$ cat config.mk
export PLATFORM = sky130hd
export DESIGN_NAME = txd_status_reg
export DESIGN_NICKNAME = d
export VERILOG_FILES = /design/src/rtl/txd_pkg.sv /design/src/rtl/txd_rst_sync.sv /design/src/rtl/txd_own_cnt.sv /design/src/rtl/txd_tx_flags.sv /design/src/rtl/txd_hold_gen.sv /design/src/rtl/txd_status_reg.sv
export SDC_FILE = /design/constraint.sdc
export NUM_CORES = 1
export LEC_CHECK = 0
export ABC_AREA = 1
export BUFFER_PORTS_ARGS = -buffer_cell sky130_fd_sc_hd__buf_4
export CAP_MARGIN = 5
export CORE_MARGIN = 4
export CORE_UTILIZATION = 42
export DETAILED_ROUTE_END_ITERATION = 8
export PLACE_DENSITY = 0.78
export SYNTH_ARGS = -nofsm -noshare
export SYNTH_HDL_FRONTEND = slang
export SYNTH_SLANG_ARGS = --single-unit
$ cat constraint.sdc
create_clock -name clk -period 1.2 [get_ports clk]
set_clock_uncertainty 0.1 [all_clocks]
set_input_delay 0.12 -clock clk [delete_from_list [all_inputs] [get_ports clk]]
set_output_delay 0.12 -clock clk [all_outputs]
set_load 0.02 [all_outputs]
$ cat src/rtl/txd_pkg.sv
package txd_pkg;
  localparam int CNT_W_DEF   = 13;
  localparam int LONG_LIM_DEF = 1792;

  typedef struct packed {
    logic tok;
    logic tun;
    logic own;
  } txd_flags_t;
endpackage

$ cat src/rtl/txd_rst_sync.sv
module txd_rst_sync #(
  parameter int STAGES = 2
) (
  input  logic clk,
  input  logic rst_n,
  output logic rst_sync_n
);
  logic [STAGES-1:0] sync_q;

  always_ff @(posedge clk or negedge rst_n) begin
    if (!rst_n) sync_q <= '0;
    else        sync_q <= {sync_q[STAGES-2:0], 1'b1};
  end

  assign rst_sync_n = sync_q[STAGES-1];
endmodule

$ cat src/rtl/txd_own_cnt.sv
module txd_own_cnt #(
  parameter int CNT_W = 13
) (
  input  logic             clk,
  input  logic             rst_n,
  input  logic             wr,
  input  logic [CNT_W-1:0] wr_cnt,
  input  logic             dma_done,
  output logic [CNT_W-1:0] cnt,
  output logic             own
);
  logic [CNT_W-1:0] cnt_d;
  logic             own_d;
  logic             cnt_en, own_en;

  always_comb begin
    cnt_en = wr;
    cnt_d  = wr_cnt;
    own_en = wr | dma_done;
    own_d  = ~wr;              // host write has priority over DMA completion
  end

  always_ff @(posedge clk or negedge rst_n) begin
    if (!rst_n) begin
      cnt <= '0;
      own <= 1'b1;
    end else begin
      if (cnt_en) cnt <= cnt_d;
      if (own_en) own <= own_d;
    end
  end
endmodule

$ cat src/rtl/txd_tx_flags.sv
module txd_tx_flags (
  input  logic clk,
  input  logic rst_n,
  input  logic wr,
  input  logic tx_done,
  input  logic underrun,
  output logic tun,
  output logic tok,
  output logic irq_ok,
  output logic irq_err
);
  logic tun_d, tok_d, irq_ok_d, irq_err_d;

  always_comb begin
    tun_d = tun;
    tok_d = tok;
    if (wr) begin
      tun_d = 1'b0;
      tok_d = 1'b0;
    end else begin
      if (underrun) tun_d = 1'b1;
      if (tx_done && !tun && !underrun) tok_d = 1'b1;
    end
    irq_ok_d  = tok_d & ~tok;
    irq_err_d = tun_d & ~tun;
  end

  always_ff @(posedge clk or negedge rst_n) begin
    if (!rst_n) begin
      tun     <= 1'b0;
      tok     <= 1'b0;
      irq_ok  <= 1'b0;
      irq_err <= 1'b0;
    end else begin
      tun     <= tun_d;
      tok     <= tok_d;
      irq_ok  <= irq_ok_d;
      irq_err <= irq_err_d;
    end
  end
endmodule

$ cat src/rtl/txd_hold_gen.sv
module txd_hold_gen #(
  parameter int CNT_W    = 13,
  parameter int LONG_LIM = 1792
) (
  input  logic [CNT_W-1:0] cnt,
  input  logic             own,
  output logic             hold
);
  localparam logic [CNT_W-1:0] LIM_V = CNT_W'(LONG_LIM);

  always_comb hold = (cnt > LIM_V) && !own;
endmodule

$ cat src/rtl/txd_status_reg.sv
module txd_status_reg #(
  parameter int CNT_W    = txd_pkg::CNT_W_DEF,
  parameter int LONG_LIM = txd_pkg::LONG_LIM_DEF,
  localparam int WORD_W  = CNT_W + 3
) (
  input  logic              clk,
  input  logic              rst_n,
  input  logic              host_wr,
  input  logic [WORD_W-1:0] host_wdata,
  output logic [WORD_W-1:0] host_rdata,
  input  logic              dma_done,
  input  logic              tx_done,
  input  logic              fifo_underrun,
  output logic              own,
  output logic [CNT_W-1:0]  byte_cnt,
  output logic              hold_next,
  output logic              irq_ok,
  output logic              irq_err
);
  import txd_pkg::*;

  logic       rst_sync_n;
  logic       tun, tok;
  txd_flags_t flags;

  txd_rst_sync #(.STAGES(2)) u_rst (
    .clk(clk), .rst_n(rst_n), .rst_sync_n(rst_sync_n));

  txd_own_cnt #(.CNT_W(CNT_W)) u_own (
    .clk(clk), .rst_n(rst_sync_n), .wr(host_wr),
    .wr_cnt(host_wdata[CNT_W-1:0]), .dma_done(dma_done),
    .cnt(byte_cnt), .own(own));

  txd_tx_flags u_flags (
    .clk(clk), .rst_n(rst_sync_n), .wr(host_wr), .tx_done(tx_done),
    .underrun(fifo_underrun), .tun(tun), .tok(tok),
    .irq_ok(irq_ok), .irq_err(irq_err));

  txd_hold_gen #(.CNT_W(CNT_W), .LONG_LIM(LONG_LIM)) u_hold (
    .cnt(byte_cnt), .own(own), .hold(hold_next));

  always_comb begin
    flags.tok  = tok;
    flags.tun  = tun;
    flags.own  = own;
    host_rdata = {flags, byte_cnt};
  end
endmodule

=== Word level (Yosys, flattened, before mapping) ===
Cells that the tools add are included.

* Output and inout port bits: 33
* Input port bits: 22
* Register bits: 20
* Logic and storage cells: 24

* $lt $le $gt $ge: 1
* Bitwise logic cells: 6
* Reduce and logical (&&, ||, !) cells: 6
* Mux-type cells: 4

{| class="wikitable"
|+ Operator list
! kind !! count
|-
| $gt 13x11->1 const B || 1
|-
| $mux 1 || 4
|-
| $logic_and 1x1->1 || 3
|-
| $logic_not 1->1 || 3
|-
| $not 1->1 || 3
|-
| $and 1x1->1 || 2
|-
| $or 1x1->1 || 1
|}

=== Logic depth before layout (Yosys ltp) ===
Gate-level depths: netlist (run 1).

* Depth after elaboration: 6
* Depth in mapped cells: 7
* Gate-level depth less buffers: 7

=== Hierarchy ===
From an unflattened synthesis (run 1), not the netlist that was laid out.

* Cell total of the unflattened synthesis: 106
* Area, all modules: 912.1 sq um

{| class="wikitable"
|+ By module, submodules not included
! module !! times used !! sequential area each (sq um) !! area an instance (sq um) !! cells each
|-
| txd_own_cnt || 1 || 351.6 || 528.0 || 58
|-
| txd_tx_flags || 1 || 100.1 || 147.6 || 13
|-
| txd_status_reg || 1 || 0.0 || 120.1 || 16
|-
| txd_hold_gen || 1 || 0.0 || 62.6 || 16
|-
| txd_rst_sync || 1 || 50.0 || 53.8 || 3
|}

=== Worst setup path after synthesis (run 1) ===
OpenSTA, ideal clock, no wires.

* Path kind: register -> output
* Start: register u_own.cnt[10]
* End: output port hold_next
* Data required time: 0.980 ns
* Data arrival time: 1.046 ns
* Buffers on the path: 0
* Stages on the path, launching flop included: 8
* Setup slack: -0.066 ns
* Cells stage by stage: dfrtp_1 > nand2_1 > inv_1 > nand2_1 > nor2_1 > nand2_1 > nand2_1 > nor2_1

* Longest elaborated chain between the ends: 2

{| class="wikitable"
|+ RTL lines
! item !! RTL line !! text
|-
| from (decl) || txd_own_cnt.sv:9 || <nowiki>output logic [CNT_W-1:0] cnt,</nowiki>
|-
| from (signal assigned) || txd_own_cnt.sv:28 || <nowiki>if (cnt_en) cnt <= cnt_d;</nowiki>
|-
| $gt 13x11->1 || txd_hold_gen.sv:11 || <nowiki>always_comb hold = (cnt > LIM_V) && !own;</nowiki>
|-
| $logic_and 1x1->1 || txd_hold_gen.sv:11 ||
|-
| to (decl) || txd_status_reg.sv:16 || <nowiki>output logic hold_next,</nowiki>
|}

No other way between the ends.

=== Final worst setup path (run 1) ===
* Start: register u_own.cnt[1]
* End: output port hold_next

Same word-level chain as after synthesis.

==> flow_summary.toml, run 1 <==
[worst_setup_path]
cp_slowest_cell = "sky130_fd_sc_hd__dfrtp_1"
cpMostUsedCell = "sky130_fd_sc_hd__nand2_1"
worst_setup_path_start_kind = "flop"
timing.critical_path.max_delay_family = "simple AND/OR/NAND/NOR gates"
regToRegSetupSlack_ps = 20
worstPathCellList = "nor2_1 > nand2_1 > nor2_1 > nand2_1 > nand2_1 > nor2_2 > buf_6"
crit_path_max_fanout = 2
critPathRequiredTime_ps = 980
worst-path-buf-inv = 1
worst-endpoint-arrival_ps = 1310
setup.worst_path.end_class = "primary output"
critical_path_class = "flop to primary output"
max_stage_delay_ps = 410

[global_route]
grt_antenna_before_repair = 0
track_usage_pct = 18.53
largest_net_degree_at_the_start_of_global_routing = 19
global_route.overflow_total = 0
grt_pass1_vias = 829
first_pass_grt_wire_length_um = 3739

[synthesis]
post_synth_mux_area_share_pct = 16.33
synth_top_family_by_area = "buffers and inverters"
synth_nets = 102
synth-warning-count = 0
ys_seq_elements = 20
netlist_area_um2 = 919.6
simple_logic_cell_fraction_of_the_synthesized_area_pct = 9.116
post_synth.cell_area_avg_um2 = 11.50
post-synth-top-area-cell = "sky130_fd_sc_hd__dfrtp_1"
yosysMostFrequentCell = "sky130_fd_sc_hd__dfrtp_1"
synthDistinctLibCells = 14
postSynth.asyncResetShare_pct = 100.0
synth_fa_ha_area_share_pct = 0
synth.top_cell.area_share_pct = 51.70
synth_common_cells = "19 x sky130_fd_sc_hd__dfrtp_1, 16 x sky130_fd_sc_hd__buf_4, 12 x sky130_fd_sc_hd__nor2_1, 9 x sky130_fd_sc_hd__nand2_1, 8 x sky130_fd_sc_hd__mux2_2"
synth_top_cells_by_area = "sky130_fd_sc_hd__dfrtp_1 52%, sky130_fd_sc_hd__buf_4 13%, sky130_fd_sc_hd__mux2_2 9.8%"
xor_xnor_share_of_the_synthesized_area_pct = 0
synth_edf_count = 0
synth_cells = 80
synthFlopType = "sky130_fd_sc_hd__dfrtp_1"
ys_seq_area_share_pct = 54.56
synth-compound-area-share_pct = 2.041

[cts]
h-tree-depth = 1
cts.reportedPaths.clkPinSlew_ps = 110
tritoncts_buffer_count = 3
clock_tree_from_tritoncts = "done"
clock_sinks = 20
clock_latency_ps = 300
clock_tree_root_driver_cell = "sky130_fd_sc_hd__clkbuf_4"
cts_buffer_depth = 2

[run_status]
failed_checks = "setup timing"
outcome = "complete, but fails checks"

[layout]
multiInputGateArea_um2 = 266.5
layout_area_growth_over_synthesis_pct = 79.46
diodes = 0
layout.nets = 173
n_fill_cell = 110
final_core_utilization_pct = 81.62
sequential_cell_area_um2 = 501.7
drive_gt1_share_pct = 59.33

[floorplanning]
chipWidth_um = 54.80
initial_core_util_pct = 45.48
placementRows = 16
number_of_primary_i_o_pins = 55
dieArea_um2 = 3002
core_area_um2 = 2022
die-height_um = 54.80

[detailed_routing]
wire_per_inst_um = 14.61
detail_route.drc_violations = 0
first_iter_violations = 5
postRouteWirelength_um = 2586
drt.antenna.violating_nets = 0
viasPerCell = 4.497
num_vias = 796
drt_pass1_iterations = 4

[timing]
post-route-period-util_pct = 127.6
maxSlewViolCount = 0
final.min_clock_period_ps = 1531
postLayoutSetupSlackWorst_ps = -331.2
hold-worst-slack_ps = 28.60
final.setup.tns_ps = -693.8
hold_viol_final = 0
f_max_mhz = 653.1
rsz0062_at_grt = "true"
setup-violations-final = 8

[hold_path]
hold_class = "input port to asynchronous set/reset pin"

[place]
pre_cts_ws_ps = 29.80
place.detailed.hpwl_um = 1634
port-buffer-count = 51
routability_congestion = 0.6238

[run]
drv.max_cap_violation_count = 0

[power]
cellPowerDensity_nw_per_um2 = 1135
design_power_total_uw = 1873
max-vdd-ir-drop_uv = 831.6
leakagePower_uw = 0.0008284
layer usage:
metal / GRT usage [%] / wire (um) / vias to the layer above / part of all wire, %
li1: - / - / 374 / -
met1: 18.31 / 876 / 373 / 34
met2: 33.07 / 1477 / 39 / 57
met3: 4.360 / 143 / 10 / 5.5
met4: 13.69 / 89 / 0 / 3.4
met5: 0 / 0 / - / 0
cell type report:
cell class / count / share of cell area (%)
clock buffer: 4 / 2.199
inverter: 4 / 0.9098
multi-input combinational: 38 / 16.15
sequential: 20 / 30.40
tap: 27 / 2.047
timing repair buffer: 84 / 48.29
cells by family (layout without fill, tap and decap cells):
kind of cell,count (synthesis),count (layout)
AND/OR/NAND/NOR,22,22
buffers and inverters,22,92
other,1,1
flip-flops,20,20
multiplexers,12,12
AO/OA/AOI/OAI,3,3
state kept, by name, summed over array words and instances, names as in the netlist:
name and flops:
u_own.cnt 13, u_rst.sync_q 2, u_flags.irq_err 1, u_flags.irq_ok 1, u_flags.tok 1, u_flags.tun 1
u_own.own 1
timing repair:
item | in CTS | in global routing
gates resized for setup | 25 | 11
buffers inserted | 2 | 7
endpoints found under the hold margin | 18 | 0
hold buffers | 17 | 0
pin swaps | 4 | 0
setup endpoints to repair | 27 | 28
metrics by stage:
stage,std cells,area [um2]
2_1_floorplan,80,922.1
3_3_place_gp,153,1290
3_5_place_dp,153,1290
4_1_cts,174,1590
5_1_grt,177,1650
6_report,177,1650
final timing paths:
path | startpoint | to | cells after the start
setup reg to reg | u_own.cnt[11] | u_own.cnt[11] | 3
max in group asynchronous | u_rst.sync_q[1] | u_flags.tok | 1
hold reg to reg | u_rst.sync_q[1] | u_own.cnt[8] | 0
hold / removal | rst_n | u_rst.sync_q[0] | 2
setup / recovery | u_own.cnt[1] | hold_next | 7
min in group clk | host_wr | u_own.own | 2
report_power, final:
group          internal, uW  leakage (uW)  total, uW  switching, uW
registers               733      0.000238        778           44.9
clock network           185     0.0000210        384            199
logic                   397      0.000569        711            314
placed cells by master, fill, tap and decap left out, drive strengths merged:
| cell | n |
|---|---|
| clkbuf | 4 |
| conb | 1 |
| o21ai | 2 |
| mux2 | 12 |
| nand2 | 9 |
| dfrtp | 19 |
| buf | 67 |
| dfstp | 1 |
| nor2 | 12 |
| a21oi | 1 |
| dlygate4sd3 | 17 |
| inv | 4 |
| nor3 | 1 |
Power figures use the tool's default switching activity.
==> inputs of run 2 (changes only) <==
--- a/config.mk
+++ b/config.mk
@@ -12,6 +12,7 @@
 export CORE_UTILIZATION = 42
 export DETAILED_ROUTE_END_ITERATION = 8
 export PLACE_DENSITY = 0.78
+export SKIP_CTS_REPAIR_TIMING = 1
 export SYNTH_ARGS = -nofsm -noshare
 export SYNTH_HDL_FRONTEND = slang
 export SYNTH_SLANG_ARGS = --single-unit
==> flow_summary.toml, run 2 (synthesis results as in run 1) <==
[timing]
rsz0062_at_grt = "true"
hold-worst-slack_ps = -38.77
post-route-period-util_pct = 134.5
postLayoutSetupSlackWorst_ps = -413.8
f_max_mhz = 619.7
maxSlewViolCount = 0
final.min_clock_period_ps = 1614
hold_viol_final = 2
final.setup.tns_ps = -852.8
setup-violations-final = 11

[worst_setup_path]
timing.rr.end = "u_own.cnt[11]"
max_stage_delay_ps = 420
critical_path.reg2reg.startpoint = "u_own.cnt[11]"
worstPathCellList = "nor2_1 > nand2_1 > nor2_1 > nand2_1 > nand2_1 > nor2_2 > buf_6"
cp_slowest_cell = "sky130_fd_sc_hd__dfrtp_1"
crit_path_max_fanout = 2
timing.critical_path.depth = 7
worstRegToRegCells = 3
worst_setup_path_start_kind = "flop"
worst-endpoint-arrival_ps = 1390
setup.worst_path.end_class = "primary output"
critPathRequiredTime_ps = 980
timing.critical_path.max_delay_family = "simple AND/OR/NAND/NOR gates"
worst-path-buf-inv = 1
regToRegSetupSlack_ps = 40
worstSetupStartpoint = "u_own.cnt[6]"
critical_path_class = "flop to primary output"
cpMostUsedCell = "sky130_fd_sc_hd__nand2_1"
setup.worst_path.end = "hold_next"

[floorplanning]
placementRows = 16
number_of_primary_i_o_pins = 55
die-height_um = 54.80
core_area_um2 = 2022
chipWidth_um = 54.80
dieArea_um2 = 3002
initial_core_util_pct = 45.48

[power]
leakagePower_uw = 0.0008158
cellPowerDensity_nw_per_um2 = 1156
max-vdd-ir-drop_uv = 917.3

[place]
place.detailed.hpwl_um = 1634
routability_congestion = 0.6238
dpl-instance-area_um2 = 1290
port-buffer-count = 51

[layout]
layout_area_growth_over_synthesis_pct = 75.51
n_fill_cell = 114
largest_register = "u_own.cnt"
diodes = 0
largest_reg_flops = 13
drive_gt1_share_pct = 58.78
layout_commonest_cell = "sky130_fd_sc_hd__buf_4"
multiInputGateArea_um2 = 261.5
sequential_cell_area_um2 = 501.7
reg_top3 = "u_own.cnt (13), u_rst.sync_q (2)"
layout_common_cells = "37 x sky130_fd_sc_hd__buf_4, 30 x sky130_fd_sc_hd__buf_6, 19 x sky130_fd_sc_hd__dfrtp_1"
total_non_filler_cell_area_in_the_finished_layout_um2 = 1614
layout.nets = 171

[run_status]
outcome = "complete, but fails checks"
failed_checks = "hold timing, setup timing"

[cts]
h-tree-depth = 1
tritoncts_buffer_count = 3
clock_latency_ps = 310
clock_tree_root_driver_cell = "sky130_fd_sc_hd__clkbuf_4"
clock_tree_from_tritoncts = "done"
cts.reportedPaths.clkPinSlew_ps = 110
cts_buffer_depth = 2
clock_sinks = 20

[detailed_routing]
wire_per_inst_um = 14.58
drt_pass1_iterations = 4
first_iter_violations = 4
detail_route.drc_violations = 0
num_vias = 776
drt.antenna.violating_nets = 0
viasPerCell = 4.434
postRouteWirelength_um = 2551

[global_route]
grt_pass1_vias = 656
global_route.overflow_total = 0
grt_antenna_before_repair = 0
largest_net_degree_at_the_start_of_global_routing = 19
first_pass_grt_wire_length_um = 2780
track_usage_pct = 13.94

[run]
drv.max_cap_violation_count = 0

[hold_path]
hold_path_startpoint = "fifo_underrun"
hold_class = "input port to flop"
[run 2: per-layer routing]
layer  track usage (%)  up-vias  share of wire [%]
li1                  -      368                  -
met1             13.64      363                 35
met2             25.79       38                 57
met3             3.270        7                5.8
met4             8.714        0                2.5
met5                 0        -                  0
[run 2: layout make-up]
cell class,count,area share (%)
clock buffer,4,2.248
tap,27,2.093
multi-input combinational,38,16.20
timing repair buffer,82,47.44
sequential,20,31.09
inverter,4,0.9302
[run 2: how the worst min path moves through the flow]
stage	endpoint	slack, ps	depth (start not counted)
2_1_floorplan	u_rst.sync_q[0]	-280	0
3_3_place_gp	u_rst.sync_q[0]	-200	1
3_5_place_dp	u_rst.sync_q[0]	-200	1
5_1_grt	u_flags.tun	-40	3
4_1_cts	u_rst.sync_q[0]	-530	1
6_report	u_flags.tun	-40	3
[run 2: power by group]
| group | switching, uW | total, uW | internal (uW) |
|---|---|---|---|
| logic | 311 | 696 | 385 |
| clock network | 207 | 393 | 185 |
| registers | 43.7 | 777 | 733 |
[run 2: through the flow]
step / hold slack (ps) / instances / setup slack (ps) / power, uW / util, %
after global placement: -196.6 / 153 / 39.21 / 1321 / 63.80
after detailed placement: -195.1 / 153 / 29.80 / 1338 / 63.80
final: -38.77 / 175 / -413.8 / 1866 / 79.83
after floorplan: -275.6 / 80 / 13.57 / 1109 / -
after CTS: -532.1 / 157 / -322.6 / 1725 / 65.59
after global routing: -43.10 / 175 / -508.1 / 1951 / 79.83
[run 2: tightest hold or removal path, stage by stage]
cell and delay [ps]:
sky130_fd_sc_hd__buf_4 80, sky130_fd_sc_hd__nor2_1 50, sky130_fd_sc_hd__nor2_1 90
==> inputs of run 3 (changes only) <==
--- a/config.mk
+++ b/config.mk
@@ -5,13 +5,12 @@
 export SDC_FILE = /design/constraint.sdc
 export NUM_CORES = 1
 export LEC_CHECK = 0
-export ABC_AREA = 1
 export BUFFER_PORTS_ARGS = -buffer_cell sky130_fd_sc_hd__buf_4
 export CAP_MARGIN = 5
 export CORE_MARGIN = 4
-export CORE_UTILIZATION = 42
+export CORE_UTILIZATION = 41
 export DETAILED_ROUTE_END_ITERATION = 8
-export PLACE_DENSITY = 0.78
+export PLACE_DENSITY = 0.77
 export SKIP_CTS_REPAIR_TIMING = 1
 export SYNTH_ARGS = -nofsm -noshare
 export SYNTH_HDL_FRONTEND = slang
==> flow_summary.toml, run 3 <==
[synthesis]
xor_xnor_share_of_the_synthesized_area_pct = 0
yosysMostFrequentCell = "sky130_fd_sc_hd__dfrtp_1"
synth-compound-area-share_pct = 1.961
synthDistinctLibCells = 15
post_synth_mux_area_share_pct = 18.49
synth_top_cells_by_area = "sky130_fd_sc_hd__dfrtp_1 53%, sky130_fd_sc_hd__buf_4 13%, sky130_fd_sc_hd__mux2_2 10%"
synth_edf_count = 0
synth.top_cell.area_share_pct = 53.22
post-synth-top-area-cell = "sky130_fd_sc_hd__dfrtp_1"
ys_seq_area_share_pct = 56.16
simple_logic_cell_fraction_of_the_synthesized_area_pct = 6.022
synth-warning-count = 0
synth_top_family_by_area = "multiplexers"
synth_nets = 88
synth_fa_ha_area_share_pct = 0
ys_seq_elements = 20
synthFlopType = "sky130_fd_sc_hd__dfrtp_1"
postSynth.asyncResetShare_pct = 100.0
synth_common_cells = "19 x sky130_fd_sc_hd__dfrtp_1, 16 x sky130_fd_sc_hd__buf_4, 8 x sky130_fd_sc_hd__mux2_2, 6 x sky130_fd_sc_hd__nor2_1, 5 x sky130_fd_sc_hd__mux2_4"
post_synth.cell_area_avg_um2 = 13.54
synth_cells = 66
netlist_area_um2 = 893.4

[layout]
drive_gt1_share_pct = 65.65
diodes = 0
largest_reg_flops = 13
reg_top3 = "u_own.cnt (13), u_rst.sync_q (2)"
layout.nets = 154
layout_commonest_cell = "sky130_fd_sc_hd__buf_4"
largest_register = "u_own.cnt"
post_layout_nonfiller_instances = 158
layout_common_cells = "37 x sky130_fd_sc_hd__buf_4, 25 x sky130_fd_sc_hd__buf_6, 17 x sky130_fd_sc_hd__dlygate4sd3_1"
layout_area_growth_over_synthesis_pct = 75.21

[worst_setup_path]
max_stage_delay_ps = 420
cp_slowest_cell = "sky130_fd_sc_hd__dfrtp_2"
setup.worst_path.end_class = "primary output"
worst_setup_path_start_kind = "flop"
worstPathCellList = "nor4_1 > a21o_1 > o21ai_2 > buf_6"
critPathRequiredTime_ps = 980
worst-endpoint-arrival_ps = 1340
critical_path_class = "flop to primary output"
crit_path_max_fanout = 2

[cts]
h-tree-depth = 1
cts_buffer_depth = 2
clock_sinks = 20
clock_tree_from_tritoncts = "done"
clock_latency_ps = 290
clock_tree_root_driver_cell = "sky130_fd_sc_hd__clkbuf_4"
tritoncts_buffer_count = 3
cts.reportedPaths.clkPinSlew_ps = 110

[hold_path]
hold_class = "flop to asynchronous set/reset pin"

[floorplanning]
core_area_um2 = 2022
dieArea_um2 = 2990
initial_core_util_pct = 44.18
number_of_primary_i_o_pins = 55
chipWidth_um = 54.68
placementRows = 16
die-height_um = 54.68

[timing]
final.min_clock_period_ps = 1562
hold_viol_final = 4
rsz0062_at_grt = "true"
f_max_mhz = 640.0
setup-violations-final = 11
post-route-period-util_pct = 130.2
hold-worst-slack_ps = -8.504
final.setup.tns_ps = -724.7
postLayoutSetupSlackWorst_ps = -362.4
maxSlewViolCount = 0

[detailed_routing]
drt.antenna.violating_nets = 0
postRouteWirelength_um = 2380
first_iter_violations = 3
viasPerCell = 4.500
detail_route.drc_violations = 0
drt_pass1_iterations = 4
num_vias = 711
wire_per_inst_um = 15.06

[global_route]
largest_net_degree_at_the_start_of_global_routing = 19
first_pass_grt_wire_length_um = 2518
grt_pass1_vias = 560
track_usage_pct = 12.16
grt_antenna_before_repair = 0
top_usage_layer = "met2"
met2_usage_pct = 19.09
grt_use_met3_pct = 2.725
global_route.overflow_total = 0
use_met1_pct = 15.00

[place]
place.detailed.hpwl_um = 1439
port-buffer-count = 51
placedCellCount = 137
routability_congestion = 0.6406

[power]
leakagePower_uw = 0.0007586
max-vdd-ir-drop_uv = 833.3
cellPowerDensity_nw_per_um2 = 1161
design_power_total_uw = 1818

[run]
drv.max_cap_violation_count = 0

[run_status]
outcome = "complete, but fails checks"
failed_checks = "hold timing, setup timing"
-- run 3: layout make-up --
| class | count | area (um2) |
|---|---|---|
| multi-input cells | 28 | 259.0 |
| flip-flops and latches | 20 | 506.7 |
| well taps | 27 | 33.78 |
| fillers | 132 | 456.7 |
| clock buffers | 4 | 36.28 |
| repair buffers | 79 | 729.5 |
-- run 3: power breakdown --
part / internal [uW] / switching, uW
combinational: 357 / 283
sequential: 736 / 56.4
clock: 185 / 200
-- run 3: final timing paths --
| path | depth (start not counted) | start | to | slack, ps |
|---|---|---|---|---|
| worst max register to register | 2 | u_own.cnt[6] | u_own.cnt[6] | 150 |
| min in group clk | 2 | host_wr | u_own.own | 40 |
| worst max-delay path | 4 | u_own.cnt[0] | hold_next | -360 |
| worst min-delay path | 0 | u_rst.sync_q[1] | u_flags.tun | -9 |
| max in group asynchronous | 1 | u_rst.sync_q[1] | u_own.own | 570 |
| worst min register to register | 0 | u_rst.sync_q[1] | u_flags.tun | -9 |
-- run 3: worst max-delay path, delay by kind of cell (launching register included) --
family,cells,cell delay (ps)
flops,1,420
simple gates,1,280
buf+inv,1,130
compound gates,2,220
-- run 3: per-stage QoR --
stage               setup WS, ps  instance area, um2  hold slack, ps  util (%)
finish                    -362.4                1565          -8.504     77.41
global route              -436.3                1565           17.25     77.41
CTS                       -443.2                1286          -526.2     63.61
detailed placement        -100.3                1250          -193.7     61.82
global placement          -77.41                1250          -197.0     61.82
floorplan                  28.42               902.1          -275.6         -
-- run 3: layer usage --
metal | routed length [um] | part of all wire (%) | up-vias
met2 | 1321 | 56 | 38
met1 | 793 | 33 | 333
met5 | 0 | 0 | -
met4 | 45 | 1.9 | 0
li1 | - | - | 334
met3 | 218 | 9.2 | 6
-- run 3: logic make-up after synthesis --
family                 Yosys count
buffers and inverters           18
AO/OA/AOI/OAI                    3
flip-flops                      20
AND/OR/NAND/NOR                 11
other                            1
multiplexers                    13
